==> src/rtl/tlc_pkg.sv <==
package tlc_pkg;
  localparam int A_MIN_CLKS   = 6;
  localparam int B_GREEN_CLKS = 5;
  localparam int NUM_STATES   = A_MIN_CLKS + B_GREEN_CLKS + 2;
  localparam int STATE_W      = $clog2(NUM_STATES);

  typedef logic [STATE_W-1:0] state_t;

  localparam state_t ST_A_FIRST = state_t'(0);
  localparam state_t ST_A_WAIT  = state_t'(A_MIN_CLKS - 1);
  localparam state_t ST_A_YEL   = state_t'(A_MIN_CLKS);
  localparam state_t ST_B_FIRST = state_t'(A_MIN_CLKS + 1);
  localparam state_t ST_B_LAST  = state_t'(A_MIN_CLKS + B_GREEN_CLKS);
  localparam state_t ST_B_YEL   = state_t'(A_MIN_CLKS + B_GREEN_CLKS + 1);

  typedef struct packed {
    state_t nextCode;
    logic   setExt;
    logic   clrExt;
  } ctrl_strobe_t;

  typedef struct packed {
    logic gA;
    logic yA;
    logic rA;
    logic gB;
    logic yB;
    logic rB;
  } lamps_t;
endpackage

==> src/rtl/tlc_ctrl.sv <==
module tlc_ctrl
  import tlc_pkg::*;
(
  input  state_t       curState,
  input  logic         extUsed,
  input  logic         carOnA,
  input  logic         carOnB,
  output ctrl_strobe_t strobe
);
  logic wantExt;

  assign wantExt = !carOnA && carOnB && !extUsed;

  always_comb begin
    strobe          = '0;
    strobe.nextCode = ST_A_FIRST;
    if (curState < ST_A_WAIT) begin
      strobe.nextCode = curState + state_t'(1);
    end else if (curState == ST_A_WAIT) begin
      strobe.nextCode = carOnB ? ST_A_YEL : ST_A_WAIT;
    end else if (curState == ST_A_YEL) begin
      strobe.nextCode = ST_B_FIRST;
    end else if (curState < ST_B_LAST) begin
      strobe.nextCode = curState + state_t'(1);
    end else if (curState == ST_B_LAST) begin
      if (wantExt) begin
        strobe.nextCode = ST_B_LAST;
        strobe.setExt   = 1'b1;
      end else begin
        strobe.nextCode = ST_B_YEL;
      end
    end else begin
      // yellow B and every unused code lead back to the first A state
      strobe.nextCode = ST_A_FIRST;
      strobe.clrExt   = 1'b1;
    end
  end
endmodule

==> src/rtl/tlc_path.sv <==
module tlc_path
  import tlc_pkg::*;
(
  input  logic         clk,
  input  logic         rst,
  input  ctrl_strobe_t strobe,
  output state_t       curState,
  output logic         extUsed,
  output lamps_t       lamps
);
  always_ff @(posedge clk) begin
    if (rst) begin
      curState <= ST_A_FIRST;
      extUsed  <= 1'b0;
    end else begin
      curState <= strobe.nextCode;
      if (strobe.setExt)
        extUsed <= 1'b1;
      else if (strobe.clrExt)
        extUsed <= 1'b0;
    end
  end

  always_comb begin
    lamps = '0;
    if (curState <= ST_A_WAIT) begin
      lamps.gA = 1'b1;
      lamps.rB = 1'b1;
    end else if (curState == ST_A_YEL) begin
      lamps.yA = 1'b1;
      lamps.rB = 1'b1;
    end else if (curState <= ST_B_LAST) begin
      lamps.rA = 1'b1;
      lamps.gB = 1'b1;
    end else if (curState == ST_B_YEL) begin
      lamps.rA = 1'b1;
      lamps.yB = 1'b1;
    end else begin
      lamps.rA = 1'b1;
      lamps.rB = 1'b1;
    end
  end
endmodule

==> src/rtl/traffic_ctrl.sv <==
module traffic_ctrl
  import tlc_pkg::*;
(
  input  logic clk,
  input  logic rst,
  input  logic carOnA,
  input  logic carOnB,
  output logic greenA,
  output logic yellowA,
  output logic redA,
  output logic greenB,
  output logic yellowB,
  output logic redB
);
  state_t       curState;
  logic         extUsed;
  ctrl_strobe_t strobe;
  lamps_t       lamps;

  tlc_ctrl u_ctrl (
    .curState (curState),
    .extUsed  (extUsed),
    .carOnA   (carOnA),
    .carOnB   (carOnB),
    .strobe   (strobe)
  );

  tlc_path u_path (
    .clk      (clk),
    .rst      (rst),
    .strobe   (strobe),
    .curState (curState),
    .extUsed  (extUsed),
    .lamps    (lamps)
  );

  assign greenA  = lamps.gA;
  assign yellowA = lamps.yA;
  assign redA    = lamps.rA;
  assign greenB  = lamps.gB;
  assign yellowB = lamps.yB;
  assign redB    = lamps.rB;
endmodule

==> config.mk <==
export PLATFORM = sky130hd
export DESIGN_NAME = traffic_ctrl
export DESIGN_NICKNAME = d
export VERILOG_FILES = /design/src/rtl/tlc_pkg.sv /design/src/rtl/tlc_ctrl.sv /design/src/rtl/tlc_path.sv /design/src/rtl/traffic_ctrl.sv
export SDC_FILE = /design/constraint.sdc
export NUM_CORES = 1
export LEC_CHECK = 0
export BUFFER_PORTS_ARGS = -buffer_cell sky130_fd_sc_hd__buf_2
export CAP_MARGIN = 20
export CELL_PAD_IN_SITES_DETAIL_PLACEMENT = 0
export CELL_PAD_IN_SITES_GLOBAL_PLACEMENT = 1
export CORE_AREA = 3 3 40 42
export CTS_BUF_LIST = sky130_fd_sc_hd__clkbuf_8 sky130_fd_sc_hd__clkbuf_16
export DETAILED_ROUTE_END_ITERATION = 10
export DIE_AREA = 0 0 43 45
export PLACE_DENSITY_LB_ADDON = 0.1
export SETUP_SLACK_MARGIN = 0.2
export SLEW_MARGIN = 15
export SYNTH_ARGS = -nofsm -noshare
export SYNTH_HDL_FRONTEND = slang
export SYNTH_SLANG_ARGS = --single-unit
==> constraint.sdc <==
create_clock -name clk -period 2.2 [get_ports clk]
set_clock_uncertainty 0.05 [all_clocks]
set_input_delay 0.44 -clock clk [delete_from_list [all_inputs] [get_ports clk]]
set_output_delay 0.44 -clock clk [all_outputs]
set_load 0.02 [all_outputs]
==> Implementation_results.wiki, run 1 <==
{| class="wikitable"
! Metric !! Value
|-
| Arrival time at the worst endpoint || about 1500 ps
|-
| Maximum count of clock buffers along a single path || 2
|-
| Share of Yosys cell area claimed by the top area cell type || about a quarter
|-
| Initial antenna violation count || 0
|-
| Multi-input gate area in the final layout || between 300 and 400 um2
|-
| Detailed-route vias per instance || 5.13
|-
| Die footprint || between 0.0015 and 0.002 mm2
|-
| Async SR Flop Fraction || 0%
|-
| Setup CP Type || reg2out
|-
| Initial drt markers || 7
|-
| Final setup vio count || 0
|-
| Maximum number of pins on one net before global-route repair || 13
|-
| Cell type with the highest aggregate area in the netlist || dfxtp_1
|-
| Total Neg Setup Slack || 0 ps
|-
| Share of the cycle needed by the critical path after routing || about nine tenths
|-
| Sequential element share of the synthesized area || a little under a quarter
|-
| # nets final || 81
|-
| Gpl congestion || slightly above 0.7
|-
| Top cell types by occurrence after synthesis || a21oi_1 (5), dfxtp_1 (5), ha_1 (5)
|-
| Crit path buf inv count || 2
|-
| Clock net sink count || 5
|-
| Slew HR || between 80% and 90%
|-
| Critical path's top delay family || simple AND/OR/NAND/NOR gates
|-
| Clock transition at the register clock pins on the worst setup and hold paths after CTS || approximately 40 ps
|-
| Area contributors post-synth || dfxtp_1 (24%), ha_1 (15%), a21oi_1 (5.9%)
|-
| Number of failing hold endpoints at the final stage || 0
|-
| Io pins || 10
|-
| Maximum single-stage delay on the critical path || 360 ps
|-
| Count of mapped cells out of synthesis || 50
|-
| DRC || 0
|-
| Port Buf Inserts || 9
|-
| Count of distinct cell types in the synthesized netlist || 28
|-
| Hold Buf Count CTS || 0
|-
| Standard-cell row count || 13
|-
| Wirelength per Cell || about 14 um
|-
| Antenna Nets Post-Route || 0
|-
| Number of fill cells || approximately 120
|-
| Worst hold-check slack || ~410 ps
|-
| Count of flip-flops with a built-in enable after synthesis || 0
|-
| Total congestion overflow after global routing || 0
|-
| Root buffer cell || clkbuf_8
|-
| Static power due to leakage || about 0.28 nW
|-
| Worst-margin pin slew || approximately 270 ps
|-
| Via count of the first global-routing pass || 374
|-
| Die X-Extent || 43 um
|-
| CTS H-Tree Depth || 1
|-
| Proportion of layout cells with a drive suffix above 1 || roughly half
|-
| Post-Route WL || approximately 1200 um
|-
| Layout Area Growth over Synthesis || 52.4%
|-
| Commonest register cell after synthesis || dfxtp_1
|-
| Post-Layout Inst Area || roughly 640 um2
|-
| Number of register bits inferred by synthesis || 5
|-
| Pins Over Slew Limit || 0
|-
| Cell count of the worst hold path || 2
|-
| TritonCTS clock tree || yes
|-
| Via count || approximately 440
|-
| Cell Area, Synth || 423 um2
|-
| Area of the placeable core || approximately 0.0013 mm2
|-
| Fmax achieved || 502 MHz
|-
| IR drop worst, VDD || approximately 0.33 mV
|-
| Cell count of the worst reg-to-reg path || 7
|-
| Status || finished, final reports clean
|-
| Number of search-and-repair iterations in the first detailed-routing pass || 4
|-
| First-pass GRT wire length || ~1800 um
|-
| Class of the worst hold path || in2reg
|-
| Storage cell area || 106 um2
|-
| Chain of cells forming the critical path || inv_4, ha_4, nor2b_4, a21oi_4, nor4bb_4, buf_4
|-
| Count of max-cap constraint violations || 0
|-
| Average cell area after synthesis || approximately 8.5 um2
|-
| Post-layout power || ~0.42 mW
|-
| Number of logic stages on the critical path including buffering || 6
|-
| Number of buffers created by CTS || 3
|-
| N_diodes || 0
|-
| YS warnings || 0
|-
| Setup repair after global routing missed its margin || yes
|-
| Die outline height || about 45 um
|-
| Critical Path Slowest Stage Cell || dfxtp_2
|-
| Clock network latency to the later pin of the worst-skew pair || between 200 and 250 ps
|-
| Kind of start point of the critical path || flop
|-
| Power Dens Cells || 658 mW/mm2
|-
| Cell area after placement || between 400 and 500 um2
|-
| Data required time at the worst endpoint || about 1700 ps
|-
| Crit-path max FO || 4
|-
| CP Capture Type || output port
|-
| Gr usage total || around an eighth
|-
| Post-layout minimum cycle time || between 1500 and 2000 ps
|-
| Net Count, Synth || just under 60
|-
| Initial cell density of the core || about 33%
|}
-- worst reg2reg max path, delay by kind of cell, from the launching register on --
family                     cells  cell delay [ps]
AOI/OAI and AO/OA              2              340
adders and majority gates      1              160
buffers and inverters          3              320
DFF                            1              360
and+or+nand+nor                1              170
-- cell usage in the layout, fill, tap and decap left out, drive strengths merged --
cell type	instances
inv	5
o31ai	1
and3	2
clkbuf	3
nor4bb	1
a211oi	1
a21o	3
nor2b	2
and2	1
nor2	4
or2	1
a21oi	6
a311o	1
nor3b	2
o21ai	3
buf	18
or2b	1
nand3b	2
nor3	1
dfxtp	5
ha	5
nand2	2
a31oi	1
-- area by class of cell --
class,instances,area share (%)
multi-input combinational,40,52.2
timing repair buffer,18,18.3
sequential,5,16.5
clock buffer,3,6.41
inverter,4,3.11
tap,15,2.91
clock inverter,1,0.583
-- layer usage --
| layer | GRT usage (%) | vias to the layer above | wire (um) |
|---|---|---|---|
| li1 | - | 219 | - |
| met1 | 16.4 | 204 | 536 |
| met2 | 18.0 | 15 | 556 |
| met3 | 5.58 | 3 | 81 |
| met4 | 5.42 | 0 | 21 |
| met5 | 0 | - | 0 |
-- state kept, by name (all words and copies together) (netlist names) --
signal / count
u_path.extUsed: 1
u_path.curState: 4
-- path summary, 6_finish.rpt --
| kind | startpoint | to | slack [ps] |
|---|---|---|---|
| worst max-delay path | u_path.curState[1] | yellowA | 210 |
| worst min-delay path | rst | u_path.curState[2] | 410 |
| worst max register to register | u_path.curState[1] | u_path.curState[0] | 690 |
| worst min register to register | u_path.extUsed | u_path.extUsed | 470 |
-- kinds of logic (layout without fill, tap and decap cells) --
family,count (synthesis),count (layout),share of synthesized area (%)
AO/OA/AOI/OAI,16,16,25.4
adder cells (fa/ha/maj),5,5,14.8
buffers and inverters,5,26,4.73
flip-flops,5,5,23.7
AND/OR/NAND/NOR,19,19,31.4
-- report_power, final --
part	internal (mW)	switching (mW)	total, mW
Sequential	0.0999	0.0104	0.110
Combinational	0.0715	0.0703	0.142
Clock	0.120	0.0517	0.172
Total	0.292	0.132	0.424
-- metrics by stage --
step	utilization [%]	setup slack [ps]	std cells
after floorplan	-	296	50
after global routing	50.1	147	86
final	50.1	210	86
after CTS	46.2	205	82
after global placement	38.8	210	74
after detailed placement	38.8	209	74
-- repair_timing --
| action | CTS | global route |
|---|---|---|
| pin swaps | 1 | 2 |
| buffers inserted | 4 | 4 |
| setup endpoints to repair | 3 | 4 |
| gates resized for setup | 9 | 7 |
Note: power is estimated with default switching activity, not from simulation.
==> run 2: changes to the inputs <==
- PLACE_DENSITY: not set -> 0.67
- PLACE_DENSITY_LB_ADDON: 0.1 -> not set
==> Implementation_results.wiki, run 2 (synthesis gave the netlist of run 1 again) <==
{| class="wikitable"
! Metric !! Value
|-
| Status || finished, final reports clean
|-
| Proportion of layout cells with a drive suffix above 1 || 50.0% (-0.70 points)
|-
| Critical Path Slowest Stage Cell || dfxtp_2
|-
| Antenna Nets Post-Route || 0 (unchanged)
|-
| Switching part of the total || 29.9% (-1.3 points)
|-
| N_diodes || 0 (unchanged)
|-
| Layer carrying the most global-route usage || met2
|-
| Class of the worst hold path || in2reg
|-
| Port Buf Inserts || 9 (unchanged)
|-
| CTS H-Tree Depth || 1 (unchanged)
|-
| Utilization after layout || 49.0% (-1.2 points)
|-
| Detailed-route vias per instance || 5.10 (-0.61%)
|-
| Clock transition at the register clock pins on the worst setup and hold paths after CTS || 40 ps (about the same)
|-
| Post-Route WL || 1010 um (-16%)
|-
| Count of max-cap constraint violations || 0 (unchanged)
|-
| GRT met2 Usage || 17.4% (-0.60 points)
|-
| First-pass GRT wire length || 1710 um (-3.1%)
|-
| CP Capture Type || output port
|-
| Pins Over Slew Limit || 0 (unchanged)
|-
| Largest regs || u_path.curState x4, u_path.extUsed x1
|-
| Flop pwr share || 27.0% (+1.0 points)
|-
| Number of buffers created by CTS || 3 (unchanged)
|-
| Via count of the first global-routing pass || 382 (+2.1%)
|-
| Top register by number of flip-flops || u_path.curState
|-
| Setup repair after global routing missed its margin || yes
|-
| Die outline height || 45 um (unchanged)
|-
| Met3 global-route usage || 3.59% (-2.0 points)
|-
| Initial drt markers || 3 (-4)
|-
| Number of failing hold endpoints at the final stage || 0 (unchanged)
|-
| Post-layout minimum cycle time || 1950 ps (-37.4 ps)
|-
| Arrival time at the worst endpoint || 1460 ps (-40 ps)
|-
| Clk pwr share || 40.1% (-0.4 points)
|-
| Max reg flops || 4 (unchanged)
|-
| Clock net sink count || 5 (unchanged)
|-
| Kind of start point of the critical path || flop
|-
| Final HPWL from detailed placement || a little over 700 um
|-
| Most used cells in the layout excluding fill and tap cells || buf_2 (8), buf_4 (7), a21oi_1 (5)
|-
| Commonest non-fill, non-tap cell in the layout || buf_2
|-
| Chain of cells forming the critical path || inv_4, ha_4, nor2b_4, a21oi_4, nor4bb_4, buf_4
|-
| Area of the placeable core || 0.00128 mm2 (unchanged)
|-
| Die X-Extent || 43 um (unchanged)
|-
| Number of fill cells || 135 (+12%)
|-
| # nets final || 78 (-3.7%)
|-
| Static power due to leakage || 0.267 nW (-4.2%)
|-
| Power Dens Cells || 650 mW/mm2 (-1.2%)
|-
| Initial antenna violation count || 0 (unchanged)
|-
| DRC || 0 (unchanged)
|-
| Final setup vio count || 0 (unchanged)
|-
| Reported net switching power || 0.122 mW (-7.6%)
|-
| Worst-margin pin slew || 511 ps (+237 ps)
|-
| Share of the cycle needed by the critical path after routing || 88.8% (-1.7 points)
|-
| Total Neg Setup Slack || 0 ps (unchanged)
|-
| Root buffer cell || clkbuf_8
|-
| IR drop worst, VDD || 0.587 mV (+76%)
|-
| Gr usage total || 12.3% (-0.31 points)
|-
| TritonCTS clock tree || yes
|-
| Layout Area Growth over Synthesis || 48.8%
|-
| Crit-path max FO || 4 (unchanged)
|-
| Number of search-and-repair iterations in the first detailed-routing pass || 2 (-2)
|-
| Maximum number of pins on one net before global-route repair || 13 (unchanged)
|-
| Via count || 423 (-4.1%)
|-
| Internal cell power || 0.287 mW (-1.7%)
|-
| Io pins || 10 (unchanged)
|-
| Fmax achieved || 512 MHz (+1.9%)
|-
| Total congestion overflow after global routing || 0 (unchanged)
|-
| Setup CP Type || reg2out
|-
| Initial cell density of the core || 32.9% (unchanged)
|-
| Data required time at the worst endpoint || 1710 ps (about the same)
|-
| Logic gate share of total power || 32.9% (-0.6 points)
|-
| Maximum count of clock buffers along a single path || 2 (unchanged)
|-
| Die footprint || 0.00194 mm2 (unchanged)
|-
| Maximum single-stage delay on the critical path || 340 ps (-20 ps)
|-
| Clock network latency to the later pin of the worst-skew pair || 220 ps (about the same)
|-
| Slew HR || 65.9% (-16 points)
|-
| Gpl congestion || 0.732 (+3.4%)
|-
| Met1 Usage GRT || 16.5% (+0.079 points)
|-
| Wirelength per Cell || 12.1 um (-13%)
|-
| Standard-cell row count || 13 (unchanged)
|}
run 2: cell count changes in the layout (fill, tap and decap cells not counted):
cell | before | now
buf_4 | 11 | 7
dfxtp_2 | 2 | 3
ha_2 | 2 | 1
inv_4 | 2 | 3
buf_2 | 7 | 8
o21ai_1 | 1 | 0
inv_1 | 3 | 2
o21ai_0 | 1 | 2
ha_4 | 1 | 2
dfxtp_4 | 1 | 0
run 2: worst paths after layout:
check                startpoint                  to  slack [ps]  cells past startpoint
max          u_path.curState[1]             yellowA         250                      6
min                         rst  u_path.curState[2]         410                      2
max reg2reg  u_path.curState[3]  u_path.curState[0]         640                      4
min reg2reg      u_path.extUsed      u_path.extUsed         450                      2
run 2: final cells by class:
class | count | area (um2) | area share [%]
well taps | 15 | 18.8 | 2.98
multi-input cells | 40 | 347 | 55.1
clock buffers | 3 | 41.3 | 6.56
clock inverters | 1 | 3.75 | 0.596
inverters | 4 | 22.5 | 3.58
repair buffers | 15 | 92.6 | 14.7
flip-flops and latches | 5 | 104 | 16.5
run 2: repair_timing:
item                                   CTS  global route
buffers inserted                         2             3
hold buffers                             0             0
pin swaps                                0             2
setup endpoints to repair                2             4
resized for setup                        5            11
endpoints found under the hold margin    0             0
run 2: layer usage:
layer / vias up / wire, um / part of all wire, %
met2: 10 / 469 / 47
li1: 215 / - / -
met4: 0 / 9 / 0.89
met5: - / 0 / 0
met1: 196 / 482 / 48
met3: 2 / 47 / 4.7
run 2: critical path: cells and delay by family, from the launching register on:
| kind | cells | cell delay (ps) |
|---|---|---|
| compound gates | 1 | 80 |
| simple gates | 2 | 430 |
| buf+inv | 2 | 240 |
| flops | 1 | 340 |
| fa+ha+maj | 1 | 160 |
run 2: power by group through the flow:
stage	Clock [mW]	Combinational [mW]	Sequential (mW)
after floorplan	0	0.0776	0.107
after global placement	0	0.107	0.108
after detailed placement	0	0.103	0.108
after CTS	0.168	0.108	0.109
after global routing	0.176	0.150	0.112
final	0.164	0.135	0.111
run 2: stage by stage:
stage / setup WS [ps] / instance area [um2] / hold slack, ps / power, mW / cells
finish: 247 / 629 / 405 / 0.409 / 83
floorplan: 296 / 432 / 427 / 0.185 / 50
global route: 168 / 629 / 426 / 0.438 / 83
detailed placement: 307 / 498 / 450 / 0.212 / 74
CTS: 210 / 567 / 412 / 0.385 / 80
global placement: 331 / 498 / 442 / 0.215 / 74
==> run 3: changes to the inputs <==
- BUFFER_PORTS_ARGS: -buffer_cell sky130_fd_sc_hd__buf_2 -> -buffer_cell sky130_fd_sc_hd__buf_4
==> Implementation_results.wiki, run 3 (synthesis gave the netlist of run 1 again) <==
{| class="wikitable"
! Metric !! Value
|-
| Setup repair after global routing missed its margin || yes
|-
| Status || finished, final reports clean
|-
| Maximum single-stage delay on the critical path || 360 ps (+20 ps)
|-
| Crit path buf inv count || 2 (unchanged)
|-
| Port Buf Inserts || 9 (unchanged)
|-
| Clock net sink count || 5 (unchanged)
|-
| Final setup vio count || 0 (unchanged)
|-
| Fmax achieved || 511 MHz (-0.15%)
|-
| Most used cells in the layout excluding fill and tap cells || buf_4 (18), a21oi_1 (5), nor2_1 (4)
|-
| Standard-cell row count || 13 (unchanged)
|-
| Wirelength per Cell || 12.8 um (+5.5%)
|-
| Arrival time at the worst endpoint || 1470 ps (about the same)
|-
| Internal cell power || 0.289 mW (+0.78%)
|-
| TritonCTS clock tree || yes
|-
| Setup CP Type || reg2out
|-
| Crit-path max FO || 4 (unchanged)
|-
| Number of buffers created by CTS || 3 (unchanged)
|-
| Maximum number of pins on one net before global-route repair || 10 (-3)
|-
| Critical path's top delay family || simple AND/OR/NAND/NOR gates
|-
| Count of max-cap constraint violations || 0 (unchanged)
|-
| Clock network latency to the later pin of the worst-skew pair || 220 ps (about the same)
|-
| Gpl congestion || 0.822 (+12%)
|-
| Critical Path Slowest Stage Cell || dfxtp_4
|-
| Proportion of layout cells with a drive suffix above 1 || 50.7% (+0.70 points)
|-
| Power Dens Cells || 613 mW/mm2 (-5.7%)
|-
| Gr usage total || 14.3% (+2.1 points)
|-
| Layout Area Growth over Synthesis || 56.8%
|-
| Number of fill cells || 126 (-6.7%)
|-
| # nets final || 81 (+3.8%)
|-
| DRC || 0 (unchanged)
|-
| Via count || 425 (+0.47%)
|-
| Share of the cycle needed by the critical path after routing || 88.9% (+0.13 points)
|-
| Place WS || 195 ps (-112 ps)
|-
| Clock transition at the register clock pins on the worst setup and hold paths after CTS || 30 ps (about the same)
|-
| Top register by number of flip-flops || u_path.curState
|-
| Reported net switching power || 0.118 mW (-3.9%)
|-
| Post-layout minimum cycle time || 1960 ps (+2.84 ps)
|-
| Max reg flops || 4 (unchanged)
|-
| Area of the placeable core || 0.00128 mm2 (unchanged)
|-
| Root buffer cell || clkbuf_8
|-
| Io pins || 10 (unchanged)
|-
| IR drop worst, VDD || 0.418 mV (-29%)
|-
| Post-Route WL || 1100 um (+9.3%)
|-
| CTS H-Tree Depth || 1 (unchanged)
|-
| Commonest non-fill, non-tap cell in the layout || buf_4
|-
| Data required time at the worst endpoint || 1710 ps (about the same)
|-
| Flop pwr share || 27.0% (about the same)
|-
| Number of failing hold endpoints at the final stage || 0 (unchanged)
|-
| Via count of the first global-routing pass || 407 (+6.5%)
|-
| Die footprint || 0.00194 mm2 (unchanged)
|-
| Maximum count of clock buffers along a single path || 2 (unchanged)
|-
| Clk pwr share || 39.3% (-0.8 points)
|-
| Class of the worst hold path || in2reg
|-
| Total congestion overflow after global routing || 0 (unchanged)
|-
| Initial antenna violation count || 0 (unchanged)
|-
| Antenna Nets Post-Route || 0 (unchanged)
|-
| Final HPWL from detailed placement || 759 um (+5.2%)
|-
| Initial cell density of the core || 32.9% (unchanged)
|-
| Number of search-and-repair iterations in the first detailed-routing pass || 2 (unchanged)
|-
| First-pass GRT wire length || 1990 um (+17%)
|-
| Die outline height || 45 um (unchanged)
|-
| Final worst slack || 244 ps (-2.84 ps)
|-
| CP Capture Type || output port
|-
| Switching part of the total || 28.9% (-0.99 points)
|-
| Kind of start point of the critical path || flop
|-
| Hold Buf Count CTS || 0 (unchanged)
|-
| Total Neg Setup Slack || 0 ps (unchanged)
|-
| N_diodes || 0 (unchanged)
|-
| Logic gate share of total power || 33.8% (+0.9 points)
|-
| Static power due to leakage || 0.284 nW (+6.3%)
|-
| Largest regs || u_path.curState x4, u_path.extUsed x1
|-
| Die X-Extent || 43 um (unchanged)
|-
| Chain of cells forming the critical path || inv_4, ha_4, nor2b_4, a21oi_4, nor4bb_4, buf_4
|-
| Initial drt markers || 8 (+5)
|-
| Slew HR || 74.0% (+8.1 points)
|-
| Worst-margin pin slew || 390 ps (-121 ps)
|-
| Pins Over Slew Limit || 0 (unchanged)
|-
| Detailed-route vias per instance || 4.94 (-3.0%)
|}
-- run 3: changes by cell type in the layout (fill, tap and decap cells not counted), sizes merged --
cell / change
buf: +3
-- run 3: area by class of cell --
class,count,area (um2),share of cell area (%)
clock buffers,3,41.3,6.23
clock inverters,1,3.75,0.566
inverters,4,20.0,3.02
multi-input cells,40,337,50.8
flip-flops and latches,5,108,16.2
well taps,15,18.8,2.83
repair buffers,18,135,20.4
-- run 3: layer usage --
metal	share of wire [%]	wire length, um	track usage [%]	vias to the layer above
met5	0	0	0	-
li1	-	-	-	219
met3	3.3	36	2.39	0
met2	52	577	24.3	8
met4	0	0	7.23	0
met1	44	488	17.6	198
-- run 3: path summary, 6_finish.rpt --
| path | startpoint | depth (start not counted) | slack (ps) | endpoint |
|---|---|---|---|---|
| worst min-delay path | rst | 2 | 390 | u_path.curState[2] |
| worst max-delay path | u_path.curState[0] | 6 | 240 | yellowA |
| worst min register to register | u_path.extUsed | 2 | 470 | u_path.extUsed |
| worst max register to register | u_path.curState[3] | 5 | 600 | u_path.curState[0] |
-- run 3: power by group through the flow --
stage	logic (mW)	registers (mW)	clock network, mW
floorplan	0.0776	0.107	0
global placement	0.109	0.108	0
detailed placement	0.108	0.107	0
CTS	0.123	0.107	0.165
global route	0.154	0.111	0.175
finish	0.137	0.110	0.160
-- run 3: worst register-to-register path, cell delays in order (launching register included) --
cell     delay (ps)
dfxtp_1         540
buf_4           210
nor2b_1         160
and3_1          230
a21oi_1          70
o31ai_1         230
-- run 3: metrics by stage --
stage               util (%)  total power [mW]  instance area (um2)  cells  hold WS (ps)
floorplan                  -             0.185                  432     50           427
global placement        41.1             0.217                  528     75           445
detailed placement      41.1             0.214                  528     75           459
CTS                     49.1             0.395                  631     83           386
global route            51.6             0.441                  663     86           390
finish                  51.6             0.407                  663     86           395
-- run 3: timing repair --
action                     in CTS  in global routing
setup buffers                   4                  3
pin swaps                       2                  3
setup endpoints to repair       3                  4
gates resized for setup         9                  5
